===== config.mk =====
export PLATFORM = sky130hd
export DESIGN_NAME = i2c_cfg_slave
export DESIGN_NICKNAME = d
export VERILOG_FILES = /design/src/rtl/i2c_cfg_pkg.sv /design/src/rtl/i2c_cfg_linesync.sv /design/src/rtl/i2c_cfg_fsm.sv /design/src/rtl/i2c_cfg_regfile.sv /design/src/rtl/i2c_cfg_slave.sv
export SDC_FILE = /design/constraint.sdc
export NUM_CORES = 1
export LEC_CHECK = 0
export BUFFER_PORTS_ARGS = -buffer_cell sky130_fd_sc_hd__buf_2
export CAP_MARGIN = 40
export CORE_UTILIZATION = 49
export DETAILED_ROUTE_END_ITERATION = 8
export PLACE_DENSITY = 0.78
export RECOVER_POWER = 50
export SETUP_SLACK_MARGIN = 0.5
export SYNTH_ARGS = -nofsm -noshare
export SYNTH_HDL_FRONTEND = slang
export SYNTH_SLANG_ARGS = --single-unit

===== constraint.sdc =====
create_clock -name clk -period 1.95 [get_ports clk]
set_input_delay 0.195 -clock clk [delete_from_list [all_inputs] [get_ports clk]]
set_output_delay 0.195 -clock clk [all_outputs]
set_load 0.03 [all_outputs]

===== src/rtl/i2c_cfg_pkg.sv =====
package i2c_cfg_pkg;

    localparam int CFG_W        = 8;
    localparam int CFG_NUM_REGS = 21;

    typedef enum logic [2:0] {
        ST_IDLE,
        ST_RX,
        ST_HAND,
        ST_ACK,
        ST_SKIP
    } bus_state_e;

    typedef enum logic [1:0] {
        PH_ADDR,
        PH_SUB,
        PH_DATA
    } byte_phase_e;

    typedef struct packed {
        logic scl_lvl;
        logic sda_lvl;
        logic scl_rise;
        logic scl_fall;
        logic start;
        logic stop;
    } line_ev_t;

    typedef struct packed {
        logic             en;
        logic [7:0]       addr;
        logic [CFG_W-1:0] data;
    } wr_req_t;

    function automatic logic [CFG_W-1:0] reg_default(input int idx);
        case (idx)
            0:       return 8'h40;
            4:       return 8'h1E;
            default: return 8'h00;
        endcase
    endfunction

endpackage


===== src/rtl/i2c_cfg_linesync.sv =====
module i2c_cfg_linesync
    import i2c_cfg_pkg::*;
#(
    parameter int SYNC_STAGES = 2
) (
    input  logic     clk,
    input  logic     rst,
    input  logic     scl_in,
    input  logic     sda_in,
    output line_ev_t ev
);
    logic [SYNC_STAGES-1:0] scl_sh, sda_sh;
    logic                   scl_q, sda_q;

    always_ff @(posedge clk) begin
        if (rst) begin
            scl_sh <= '1;
            sda_sh <= '1;
            scl_q  <= 1'b1;
            sda_q  <= 1'b1;
        end else begin
            scl_sh <= {scl_sh[SYNC_STAGES-2:0], scl_in};
            sda_sh <= {sda_sh[SYNC_STAGES-2:0], sda_in};
            scl_q  <= scl_sh[SYNC_STAGES-1];
            sda_q  <= sda_sh[SYNC_STAGES-1];
        end
    end

    always_comb begin
        ev.scl_lvl  = scl_sh[SYNC_STAGES-1];
        ev.sda_lvl  = sda_sh[SYNC_STAGES-1];
        ev.scl_rise = ev.scl_lvl & ~scl_q;
        ev.scl_fall = ~ev.scl_lvl & scl_q;
        ev.start    = ev.scl_lvl & scl_q & sda_q & ~ev.sda_lvl;
        ev.stop     = ev.scl_lvl & scl_q & ~sda_q & ev.sda_lvl;
    end

endmodule


===== src/rtl/i2c_cfg_fsm.sv =====
module i2c_cfg_fsm
    import i2c_cfg_pkg::*;
#(
    parameter int         NUM_REGS  = CFG_NUM_REGS,
    parameter logic [6:0] BASE_ADDR = 7'b1000001,
    parameter int         STRAP_BIT = 1
) (
    input  logic     clk,
    input  logic     rst,
    input  line_ev_t ev,
    input  logic     addr_strap,
    output logic     sda_pull_low,
    output wr_req_t  wr
);
    localparam logic [7:0] LAST_SUB = 8'(NUM_REGS - 1);

    bus_state_e  state;
    byte_phase_e phase;
    logic [2:0]  bit_cnt;
    logic [7:0]  shreg;
    logic [7:0]  ptr;
    logic        ack_ok;
    logic [7:0]  rx_byte;
    logic [6:0]  my_addr;
    logic        accept;

    assign rx_byte = {shreg[6:0], ev.sda_lvl};
    assign my_addr = BASE_ADDR | (7'(addr_strap) << STRAP_BIT);

    always_comb begin
        case (phase)
            PH_ADDR: accept = (rx_byte[7:1] == my_addr) && !rx_byte[0];
            PH_SUB:  accept = (rx_byte <= LAST_SUB);
            default: accept = (ptr <= LAST_SUB);
        endcase
    end

    always_ff @(posedge clk) begin
        if (rst) begin
            state   <= ST_IDLE;
            phase   <= PH_ADDR;
            bit_cnt <= '0;
            shreg   <= '0;
            ptr     <= '0;
            ack_ok  <= 1'b0;
            wr      <= '0;
        end else begin
            wr.en <= 1'b0;
            if (ev.start) begin
                state   <= ST_RX;
                phase   <= PH_ADDR;
                bit_cnt <= '0;
            end else if (ev.stop) begin
                state <= ST_IDLE;
            end else begin
                case (state)
                    ST_RX: if (ev.scl_rise) begin
                        shreg   <= rx_byte;
                        bit_cnt <= bit_cnt + 3'd1;
                        if (bit_cnt == 3'd7) begin
                            ack_ok <= accept;
                            state  <= ST_HAND;
                            if (phase == PH_SUB)
                                ptr <= rx_byte;
                            if (phase == PH_DATA && accept) begin
                                wr  <= '{en: 1'b1, addr: ptr, data: rx_byte};
                                ptr <= ptr + 8'd1;
                            end
                        end
                    end
                    ST_HAND: if (ev.scl_fall)
                        state <= ack_ok ? ST_ACK : ST_SKIP;
                    ST_ACK: if (ev.scl_fall) begin
                        state   <= ST_RX;
                        bit_cnt <= '0;
                        phase   <= (phase == PH_ADDR) ? PH_SUB : PH_DATA;
                    end
                    default: state <= state;
                endcase
            end
        end
    end

    assign sda_pull_low = (state == ST_ACK);


    restart_chk: assert property (@(posedge clk) disable iff (rst)
        ev.start |=> (state == ST_RX && bit_cnt == 3'd0 && phase == PH_ADDR));


    ack_hold_chk: assert property (@(posedge clk) disable iff (rst)
        (ev.scl_lvl && $past(ev.scl_lvl)) |-> $stable(sda_pull_low));


    skip_sticky_chk: assert property (@(posedge clk) disable iff (rst)
        (state == ST_SKIP && !ev.start && !ev.stop) |=> (state == ST_SKIP));

endmodule


===== src/rtl/i2c_cfg_regfile.sv =====
module i2c_cfg_regfile
    import i2c_cfg_pkg::*;
#(
    parameter int NUM_REGS = CFG_NUM_REGS
) (
    input  logic                      clk,
    input  logic                      rst,
    input  wr_req_t                   wr,
    output logic [NUM_REGS*CFG_W-1:0] regs
);
    localparam logic [7:0] LAST_SUB = 8'(NUM_REGS - 1);

    for (genvar g = 0; g < NUM_REGS; g++) begin : g_reg
        always_ff @(posedge clk) begin
            if (rst)
                regs[g*CFG_W +: CFG_W] <= reg_default(g);
            else if (wr.en && wr.addr == 8'(g))
                regs[g*CFG_W +: CFG_W] <= wr.data;
        end


        reset_dflt_chk: assert property (@(posedge clk) disable iff (rst)
            $past(rst) |-> (regs[g*CFG_W +: CFG_W] == reg_default(g)));
    end


    wr_in_map_chk: assert property (@(posedge clk) disable iff (rst)
        wr.en |-> (wr.addr <= LAST_SUB));

endmodule


===== src/rtl/i2c_cfg_slave.sv =====
module i2c_cfg_slave
    import i2c_cfg_pkg::*;
#(
    parameter int         NUM_REGS    = CFG_NUM_REGS,
    parameter logic [6:0] BASE_ADDR   = 7'b1000001,
    parameter int         STRAP_BIT   = 1,
    parameter int         SYNC_STAGES = 2
) (
    input  logic                      clk,
    input  logic                      rst,
    input  logic                      scl_in,
    input  logic                      sda_in,
    input  logic                      addr_strap,
    output logic                      sda_pull_low,
    output logic [NUM_REGS*CFG_W-1:0] cfg_regs
);
    line_ev_t ev;
    wr_req_t  wr;

    i2c_cfg_linesync #(.SYNC_STAGES(SYNC_STAGES)) u_sync (
        .clk    (clk),
        .rst    (rst),
        .scl_in (scl_in),
        .sda_in (sda_in),
        .ev     (ev)
    );

    i2c_cfg_fsm #(
        .NUM_REGS  (NUM_REGS),
        .BASE_ADDR (BASE_ADDR),
        .STRAP_BIT (STRAP_BIT)
    ) u_fsm (
        .clk          (clk),
        .rst          (rst),
        .ev           (ev),
        .addr_strap   (addr_strap),
        .sda_pull_low (sda_pull_low),
        .wr           (wr)
    );

    i2c_cfg_regfile #(.NUM_REGS(NUM_REGS)) u_regs (
        .clk  (clk),
        .rst  (rst),
        .wr   (wr),
        .regs (cfg_regs)
    );

endmodule


==> results of run 1 <==
path summary, 6_finish.rpt:
path                            startpoint                           to  slack [ns]  cells after the start
max reg2reg  u_fsm.bit_cnt[1]$_SDFFE_PP0P_     u_fsm.wr[4]$_SDFFE_PP0P_        0.20                      8
max          u_fsm.bit_cnt[1]$_SDFFE_PP0P_     u_fsm.wr[4]$_SDFFE_PP0P_        0.20                      8
min reg2reg    u_sync.sda_sh[0]$_SDFF_PP1_  u_sync.sda_sh[1]$_SDFF_PP1_        0.41                      1
min                                    rst     u_fsm.wr[3]$_SDFFE_PP0P_        0.16                      2
kinds of logic (layout without fill, tap and decap cells):
group           after synthesis  in the layout  synth area share
compound gates               99             99            0.0706
xor+xnor                      2              2           0.00217
fa+ha+maj                     4              4           0.00620
buf+inv                      64            288            0.0315
flops                       215            215             0.533
mux                         126            126             0.156
simple gates                354            354             0.200
layer usage:
| metal | track usage | up-vias | routed length, um |
|---|---|---|---|
| met5 | 0 | - | 0 |
| met2 | 0.439 | 267 | 10900 |
| met1 | 0.339 | 3347 | 9710 |
| met3 | 0.0742 | 40 | 1890 |
| met4 | 0.0718 | 0 | 470 |
| li1 | - | 3330 | - |
per-stage QoR:
step,util,hold slack (ns),instances
final,0.689,0.161,1304
after global routing,0.689,0.182,1304
after CTS,0.679,0.140,1299
after detailed placement,0.598,0.379,1238
after global placement,0.598,0.379,1238
after floorplan,-,0.299,864
state kept, by name, summed over array words and instances (netlist names):
signal	cells
u_regs.regs	168
u_fsm.wr	17
u_fsm.ptr	8
u_fsm.shreg	7
u_fsm.bit_cnt	3
u_fsm.state	3
u_fsm.phase	2
u_sync.scl_sh	2
u_sync.sda_sh	2
u_fsm.ack_ok	1
u_sync.scl_q	1
u_sync.sda_q	1
where the power goes:
part | internal, uW | switching (uW) | leakage [uW]
combinational | 42.0 | 94.6 | 0.00212
clock | 2640 | 1770 | 0.000386
sequential | 4400 | 7.69 | 0.00174
total | 7080 | 1870 | 0.00424
placed cells by master (no fill, tap or decap), drive strengths merged, types with 8 or more instances in the layout:
| cell type | synthesis | layout |
|---|---|---|
| nand2 | 115 | 115 |
| o21ai | 8 | 8 |
| clkbuf | 47 | 202 |
| mux2i | 126 | 126 |
| dfxtp | 215 | 215 |
| nor2b | 12 | 12 |
| inv | 6 | 8 |
| nand3 | 34 | 34 |
| buf | 11 | 69 |
| nor2 | 152 | 152 |
| a21oi | 68 | 68 |
cell type report:
type | instances | area share
flip-flops and latches | 215 | 0.392
multi-input cells | 585 | 0.384
repair buffers | 241 | 0.127
clock buffers | 32 | 0.0598
well taps | 216 | 0.0245
clock inverters | 9 | 0.0103
inverters | 6 | 0.00204
repair_timing:
action                                  in CTS  in global routing
hold endpoints to repair                     2                  0
resized for setup                           81                 90
endpoints found under the setup margin     205                205
setup buffers                               15                  5
hold buffers                                 2                  0
pin swaps                                   64                 39
gates cloned                                 3                  0
==> run_results.csv, run 1 <==
group,metric,value,unit
status,status,"finished clean",
synth,synth_top_area_share,0.533,
worst_setup_path,cp_num_buf_inv,1,
synth,syn-num-nets,873,
clock_network,cts_buffer_depth,3,
placement,place_hpwl,13900,um
synth,async_flop_share,0,
worst_setup_path,cp-start-kind,"register",
clock_network,cts.reportedPaths.clkPinSlew,0.06,ns
clock_network,clock-sinks,215,
placement,io_buffer_count,173,
timing,worst_slew_pin_slew,0.664,ns
timing,relSlewSlack,0.558,
worst_setup_path,crit_slowest_cell,"dfxtp_2",
clock_network,cts_made_buffers,23,
synth,synth_cell_types,47,
timing,setup_viol,0,
worst_setup_path,critPathMaxStageDelay,0.35,ns
detailed_routing,vias_per_cell,5.36,
cells_and_area,final_layout_size_suffix_gt1_frac,0.240,
timing,final_max_slew_viol_count,0,
placement,place_congestion,0.858,
timing,fin_skew,0.0146,ns
synth,seq_area_frac_synth,0.533,
grt,track_usage,0.265,
detailed_routing,drcViolationCount,0,
cells_and_area,antenna_cells,0,
detailed_routing,wl_per_cell,17.6,um
synth,postSynthCellCount,864,
synth,ys_seq_elements,215,
synth,synth_edf_count,0,
synth,yosysMostFrequentCell,"dfxtp_1",
floorplanning,die_y,130,um
worst_setup_path,crit_fanout,18,
clock_network,cts_tree,"done",
floorplanning,die_x,130,um
detailed_routing,drt_iter0_markers,362,
worst_setup_path,end_kind,"register",
floorplanning,dieArea,0.0170,mm2
worst_setup_path,crit_type,"reg2reg",
cells_and_area,area_delta_synth_final,36.6,%
synth,ys_warn_count,0,
synth,ys.flop_type,"dfxtp_1",
detailed_routing,wirelength,23000,um
cells_and_area,area.sequential,0.00432,mm2
cells_and_area,multi_input_area,0.00424,mm2
grt,grt_pass1_wl,35200,um
clock_network,root_buffer,"clkbuf_16",
timing,min_period,1.75,ns
worst_setup_path,crit_top_cell,"ha_4",
timing,hold_viol,0,
timing,fmax,571,MHz
hold_path,hold_path_class,"in2reg",
synth,ys_top_cells_by_area,"dfxtp_1 (53%), mux2i_1 (16%), nor2_1 (6.8%), nand2_1 (5.3%), a21oi_1 (4.2%)",
placement,placedInstanceArea,0.00957,mm2
synth,synthTopCellsByCount,"dfxtp_1 (215), nor2_1 (146), mux2i_1 (126)",
power_and_ir_drop,p_leak,0.00424,uW
worst_setup_path,cp_top_family,"simple AND/OR/NAND/NOR gates",
power_and_ir_drop,power.total,8960,uW
floorplanning,io_pins,174,
timing,rsz0062_at_grt,"true",
grt,grt_pass1_vias,6723,
grt,grt_overflow_total,0,
clock_network,htree_levels,1,
grt,grt_antenna_before_repair,0,
synth,synth_top_area_cell,"dfxtp_1",
synth,postSynthAreaPerCell,9.34,um2
timing,setup_ws,0.198,ns
power_and_ir_drop,powerDensity,812,mW/mm2
detailed_routing,firstDrtPassIters,7,
cells_and_area,fill_cells,1254,
cells_and_area,nets,1081,
synth,syn-cell-area,0.00807,mm2
worst_setup_path,required,2.40,ns
grt,grt_start_max_net_pins,86,
placement,place_worst_setup_slack,0.0785,ns
detailed_routing,ant_nets,0,
floorplanning,placeableCoreArea,0.0160,mm2
detailed_routing,vias,6984,
worst_setup_path,worst_ep_arrival_time,2.20,ns
floorplanning,start_util,0.504,
cells_and_area,design_area,0.0110,mm2
job,maxCapViolCount,0,
floorplanning,num_rows,46,
worst_setup_path,path_cells,"ha_4, ha_4, nor4bb_4, nor2b_4, nand3_2, buf_12, mux2i_4, nor2_1",
timing,tns,0,ns
clock_network,worstSkewPairLatency,0.52,ns
power_and_ir_drop,ir_drop,0.692,mV
timing,period_share,0.899,
Note: power is estimated with default switching activity, not from simulation.
==> run 2: changes to the inputs <==
--- a/config.mk
+++ b/config.mk
@@ -9,6 +9,7 @@
 export CAP_MARGIN = 40
 export CORE_UTILIZATION = 49
 export DETAILED_ROUTE_END_ITERATION = 8
+export MAX_ROUTING_LAYER = met4
 export PLACE_DENSITY = 0.78
 export RECOVER_POWER = 50
 export SETUP_SLACK_MARGIN = 0.5
==> run 2 against run 1 <==
  * Maximum frequency decreased by 0.15%
  * Combinational power about the same
  * Die area stayed put
  * Critical path depth is the same
  * Non-clock buffer count stayed put
  * First-iteration DRC count increased by 4.4%
  * Sequential power about the same
==> run_results.csv, run 2 (synthesis gave the netlist of run 1 again) <==
group,metric,value,unit
status,status,"finished clean",
timing,fin_skew,0.0151,ns
power_and_ir_drop,clock_power_share,0.492,
power_and_ir_drop,powerDensity,812,mW/mm2
cells_and_area,antenna_cells,0,
placement,io_buffer_count,173,
worst_setup_path,cp-start-kind,"register",
clock_network,htree_levels,1,
cells_and_area,nets,1081,
worst_setup_path,endpoint,"u_fsm.wr[4]$_SDFFE_PP0P_",
detailed_routing,wl_met3,1480,um
power_and_ir_drop,switching_power,1870,uW
worst_setup_path,crit_fanout,18,
placement,dp.cells,1238,
detailed_routing,wl_per_cell,17.6,um
worst_setup_path,reg2reg_slack,0.19,ns
cells_and_area,final_layout_size_suffix_gt1_frac,0.240,
timing,fmax,570,MHz
timing,setup_ws,0.195,ns
detailed_routing,wirelength,22900,um
cells_and_area,top_regs,"u_regs.regs x168, u_fsm.wr x17, u_fsm.ptr x8",
hold_path,hold_depth,2,
power_and_ir_drop,sw_frac_of_total,0.209,
clock_network,cts.reportedPaths.clkPinSlew,0.06,ns
cells_and_area,instances_no_fill,1304,
hold_path,hold_path_class,"in2reg",
grt,grt_overflow_total,0,
worst_setup_path,crit_type,"reg2reg",
detailed_routing,vias,6955,
floorplanning,die_x,130,um
grt,grt_antenna_before_repair,0,
detailed_routing,firstDrtPassIters,5,
timing,final_max_slew_viol_count,0,
placement,place_worst_setup_slack,0.0785,ns
worst_setup_path,required,2.40,ns
detailed_routing,met2_length,11000,um
timing,relSlewSlack,0.562,
clock_network,cts_buffer_depth,3,
cells_and_area,layout_common_cells,"dfxtp_1 (205), clkbuf_1 (173), nor2_1 (141)",
floorplanning,placeableCoreArea,0.0160,mm2
grt,grt_pass1_vias,6714,
timing,setup_viol,0,
timing,period_share,0.900,
timing,min_period,1.76,ns
worst_setup_path,r2r_cells,8,
power_and_ir_drop,power_frac_seq,0.492,
floorplanning,dieArea,0.0170,mm2
timing,worst_slew_pin_slew,0.657,ns
detailed_routing,ant_nets,0,
worst_setup_path,worst_ep_arrival_time,2.20,ns
floorplanning,num_rows,46,
floorplanning,io_pins,174,
grt,track_usage,0.274,
detailed_routing,drt-met1-wl,10000,um
clock_network,root_buffer,"clkbuf_16",
power_and_ir_drop,p_comb_frac,0.015,
worst_setup_path,end_kind,"register",
detailed_routing,drcViolationCount,0,
placement,place_congestion,0.872,
floorplanning,die_y,130,um
clock_network,cts_tree,"done",
cells_and_area,largest_reg_flops,168,
cells_and_area,regMostFlops,"u_regs.regs",
placement,place_hpwl,13900,um
floorplanning,start_util,0.504,
worst_setup_path,worstReg2RegEnd,"u_fsm.wr[4]$_SDFFE_PP0P_",
grt,grt_start_max_net_pins,86,
detailed_routing,top_layer,"met4",
cells_and_area,fill_cells,1254,
worst_setup_path,r2r-start,"u_fsm.bit_cnt[1]$_SDFFE_PP0P_",
timing,hold_viol,0,
detailed_routing,drt_iter0_markers,378,
timing,rsz0062_at_grt,"true",
grt,grt_pass1_wl,35200,um
timing,tns,0,ns
cells_and_area,area_delta_synth_final,36.6,%
job,maxCapViolCount,0,
power_and_ir_drop,p_leak,0.00424,uW
detailed_routing,vias_per_cell,5.33,
clock_network,cts_made_buffers,23,
clock_network,clock-sinks,215,
cells_and_area,final_common_cell,"dfxtp_1",
worst_setup_path,critPathLaunch,"u_fsm.bit_cnt[1]$_SDFFE_PP0P_",
clock_network,worstSkewPairLatency,0.52,ns
power_and_ir_drop,p_int,7080,uW
cells_and_area,fin_util,0.689,
power_and_ir_drop,ir_drop,0.693,mV
-- run 2: power by group through the flow --
stage	clock network, uW	registers, uW	logic (uW)
after floorplan	0	4500	83.8
after global placement	0	4510	116
after detailed placement	0	4510	117
after CTS	4450	4410	129
after global routing	4660	4410	150
final	4410	4410	137
-- run 2: worst min path at each step --
stage                      start  slack, ns                          end
after floorplan           scl_in       0.30  u_sync.scl_sh[0]$_SDFF_PP1_
after global placement    scl_in       0.38  u_sync.scl_sh[0]$_SDFF_PP1_
after detailed placement  scl_in       0.38  u_sync.scl_sh[0]$_SDFF_PP1_
after CTS                    rst       0.14     u_fsm.wr[3]$_SDFFE_PP0P_
after global routing         rst       0.18     u_fsm.wr[7]$_SDFFE_PP0P_
final                        rst       0.16     u_fsm.wr[3]$_SDFFE_PP0P_
-- run 2: per-stage QoR --
step / total power (uW) / area (um2) / hold slack (ns)
CTS: 8980 / 10900 / 0.140
global placement: 4620 / 9570 / 0.379
global route: 9220 / 11000 / 0.182
finish: 8950 / 11000 / 0.157
detailed placement: 4620 / 9570 / 0.379
floorplan: 4590 / 8330 / 0.299
-- run 2: timing repair --
action | 4_1_cts | 5_1_grt
hold buffers | 2 | 0
pin swaps | 64 | 39
buffers inserted | 15 | 5
endpoints found under the setup margin | 205 | 205
hold endpoints to repair | 2 | 0
gates cloned | 3 | 0
gates resized for setup | 81 | 90
-- run 2: per-layer routing --
| layer | vias to the layer above | track usage |
|---|---|---|
| li1 | 3332 | - |
| met1 | 3359 | 0.347 |
| met2 | 223 | 0.438 |
| met3 | 41 | 0.0644 |
| met4 | 0 | 0.0718 |
| met5 | - | - |
-- run 2: area by class of cell --
class / instances / area [um2] / share of cell area
flip-flops and latches: 215 / 4320 / 0.392
clock buffers: 32 / 659 / 0.0598
multi-input cells: 585 / 4240 / 0.384
inverters: 6 / 22.5 / 0.00204
clock inverters: 9 / 114 / 0.0103
repair buffers: 241 / 1400 / 0.127
well taps: 216 / 270 / 0.0245
-- run 2: critical path, stage by stage (launching register included) --
cell and delay [ns]:
dfxtp_2 0.35, ha_4 0.14, ha_4 0.11, nor4bb_4 0.23, nor2b_4 0.25, nand3_2 0.10
buf_12 0.18, mux2i_4 0.19, nor2_1 0.13
==> run 3: changes to the inputs <==
--- a/config.mk
+++ b/config.mk
@@ -5,13 +5,13 @@
 export SDC_FILE = /design/constraint.sdc
 export NUM_CORES = 1
 export LEC_CHECK = 0
+export ABC_AREA = 0
 export BUFFER_PORTS_ARGS = -buffer_cell sky130_fd_sc_hd__buf_2
 export CAP_MARGIN = 40
 export CORE_UTILIZATION = 49
 export DETAILED_ROUTE_END_ITERATION = 8
 export MAX_ROUTING_LAYER = met4
 export PLACE_DENSITY = 0.78
-export RECOVER_POWER = 50
 export SETUP_SLACK_MARGIN = 0.5
 export SYNTH_ARGS = -nofsm -noshare
 export SYNTH_HDL_FRONTEND = slang
==> run 3 against run 2 <==
  * Global-route usage unchanged
  * Clock power barely moved
  * Count of clock-buffer cells in the layout did not move
  * Critical path depth did not move
  * Sequential power about the same
  * Worst setup slack gained 0.0041 ns
  * Critical endpoint is now u_fsm.wr[6]$_SDFFE_PP0P_
  * Hold slack improved by 0.0031 ns
  * Routed wire length up 0.34%
  * Utilization grew 1.4 points
==> run_results.csv, run 3 (synthesis gave the netlist of run 1 again) <==
group,metric,value,unit
status,status,"finished clean",
power_and_ir_drop,ir_drop,0.696,mV
clock_network,cts.reportedPaths.clkPinSlew,0.06,ns
detailed_routing,drt_iter0_markers,355,
cells_and_area,nets,1081,
power_and_ir_drop,switching_power,1880,uW
detailed_routing,drcViolationCount,0,
power_and_ir_drop,powerDensity,796,mW/mm2
floorplanning,num_rows,46,
clock_network,cts_buffer_depth,3,
clock_network,cts_tree,"done",
cells_and_area,area_delta_synth_final,39.5,%
cells_and_area,layout_common_cells,"dfxtp_1 (203), buf_2 (171), nor2_1 (140)",
floorplanning,die_y,130,um
worst_setup_path,cp-start-kind,"register",
timing,setup_viol,0,
floorplanning,io_pins,174,
detailed_routing,ant_nets,0,
power_and_ir_drop,p_leak,0.00497,uW
power_and_ir_drop,p_int,7090,uW
timing,period_share,0.898,
cells_and_area,fill_cells,1156,
worst_setup_path,crit_type,"reg2reg",
timing,setup_ws,0.199,ns
power_and_ir_drop,p_comb_frac,0.015,
cells_and_area,multi_input_area,0.00424,mm2
timing,worst_slew_pin_slew,0.664,ns
clock_network,worstSkewPairLatency,0.52,ns
detailed_routing,wirelength,23000,um
timing,final_max_slew_viol_count,0,
placement,io_buffer_count,173,
floorplanning,start_util,0.504,
placement,place_congestion,0.872,
timing,min_period,1.75,ns
worst_setup_path,crit_fanout,18,
cells_and_area,largest_reg_flops,168,
detailed_routing,vias,6956,
worst_setup_path,worst_ep_arrival_time,2.12,ns
power_and_ir_drop,power_frac_seq,0.492,
worst_setup_path,required,2.32,ns
placement,place_hpwl,13900,um
job,maxCapViolCount,0,
grt,grt_pass1_vias,6714,
grt,grt_start_max_net_pins,86,
cells_and_area,regMostFlops,"u_regs.regs",
timing,fin_skew,0.0135,ns
timing,relSlewSlack,0.557,
worst_setup_path,reg2reg_slack,0.20,ns
cells_and_area,top_regs,"u_regs.regs x168, u_fsm.wr x17, u_fsm.ptr x8",
detailed_routing,wl_per_cell,17.6,um
clock_network,cts_made_buffers,23,
grt,grt_antenna_before_repair,0,
floorplanning,die_x,130,um
timing,tns,0,ns
cells_and_area,fin_util,0.703,
grt,track_usage,0.274,
floorplanning,dieArea,0.0170,mm2
grt,grt_pass1_wl,35200,um
cells_and_area,final_common_cell,"dfxtp_1",
clock_network,htree_levels,1,
cells_and_area,final_layout_size_suffix_gt1_frac,0.398,
timing,fmax,571,MHz
detailed_routing,vias_per_cell,5.33,
cells_and_area,area.sequential,0.00432,mm2
clock_network,root_buffer,"clkbuf_16",
timing,hold_viol,0,
grt,grt_overflow_total,0,
detailed_routing,firstDrtPassIters,5,
hold_path,hold_path_class,"in2reg",
power_and_ir_drop,sw_frac_of_total,0.209,
power_and_ir_drop,clock_power_share,0.493,
timing,rsz0062_at_grt,"true",
placement,place_worst_setup_slack,0.0785,ns
clock_network,clock-sinks,215,
cells_and_area,antenna_cells,0,
floorplanning,placeableCoreArea,0.0160,mm2
worst_setup_path,end_kind,"register",
## run 3: final timing paths
path / startpoint / endpoint / cells after the start
setup / recovery: u_fsm.bit_cnt[1]$_SDFFE_PP0P_ / u_fsm.wr[6]$_SDFFE_PP0P_ / 8
setup reg to reg: u_fsm.bit_cnt[1]$_SDFFE_PP0P_ / u_fsm.wr[6]$_SDFFE_PP0P_ / 8
hold reg to reg: u_sync.sda_sh[0]$_SDFF_PP1_ / u_sync.sda_sh[1]$_SDFF_PP1_ / 1
hold / removal: rst / u_fsm.wr[3]$_SDFFE_PP0P_ / 2
## run 3: through the flow
step                power, uW  hold slack (ns)  instance area (um2)  std cells
floorplan                4590            0.299                 8330        864
global placement         4620            0.379                 9570       1238
detailed placement       4620            0.379                 9570       1238
CTS                      8980            0.140                10900       1299
global route             9220            0.182                11300       1304
finish                   8960            0.160                11300       1304
## run 3: area by class of cell
class	instances	share of cell area
clock inverters	9	0.0101
clock buffers	32	0.0586
multi-input cells	585	0.377
inverters	6	0.00200
flip-flops and latches	215	0.384
repair buffers	241	0.144
well taps	216	0.0240
## run 3: power by group through the flow
stage	registers, uW	clock network [uW]	logic [uW]
4_1_cts	4410	4450	129
3_3_place_gp	4510	0	116
3_5_place_dp	4510	0	117
2_1_floorplan	4500	0	83.8
6_report	4410	4420	138
5_1_grt	4410	4660	150
## run 3: layer usage
metal  vias to the layer above  routed length (um)  track usage
li1                       3324                   -            -
met1                      3364               10000        0.347
met2                       236               11000        0.438
met3                        32                1580       0.0644
met4                         0                 400       0.0718
met5                         -                   0            -
## run 3: what timing repair did
action | 4_1_cts | 5_1_grt
endpoints found under the setup margin | 205 | 205
hold buffers | 2 | 0
pin swaps | 64 | 39
setup buffers | 15 | 5
cloned | 3 | 0
hold endpoints to repair | 2 | 0
gates resized for setup | 81 | 90
## run 3: critical path, stage by stage, from the launching register on
cell,delay (ns)
dfxtp_2,0.35
ha_4,0.14
ha_4,0.11
nor4bb_4,0.23
nor2b_4,0.25
nand3_2,0.10
buf_12,0.18
mux2i_1,0.17
nor2_1,0.06
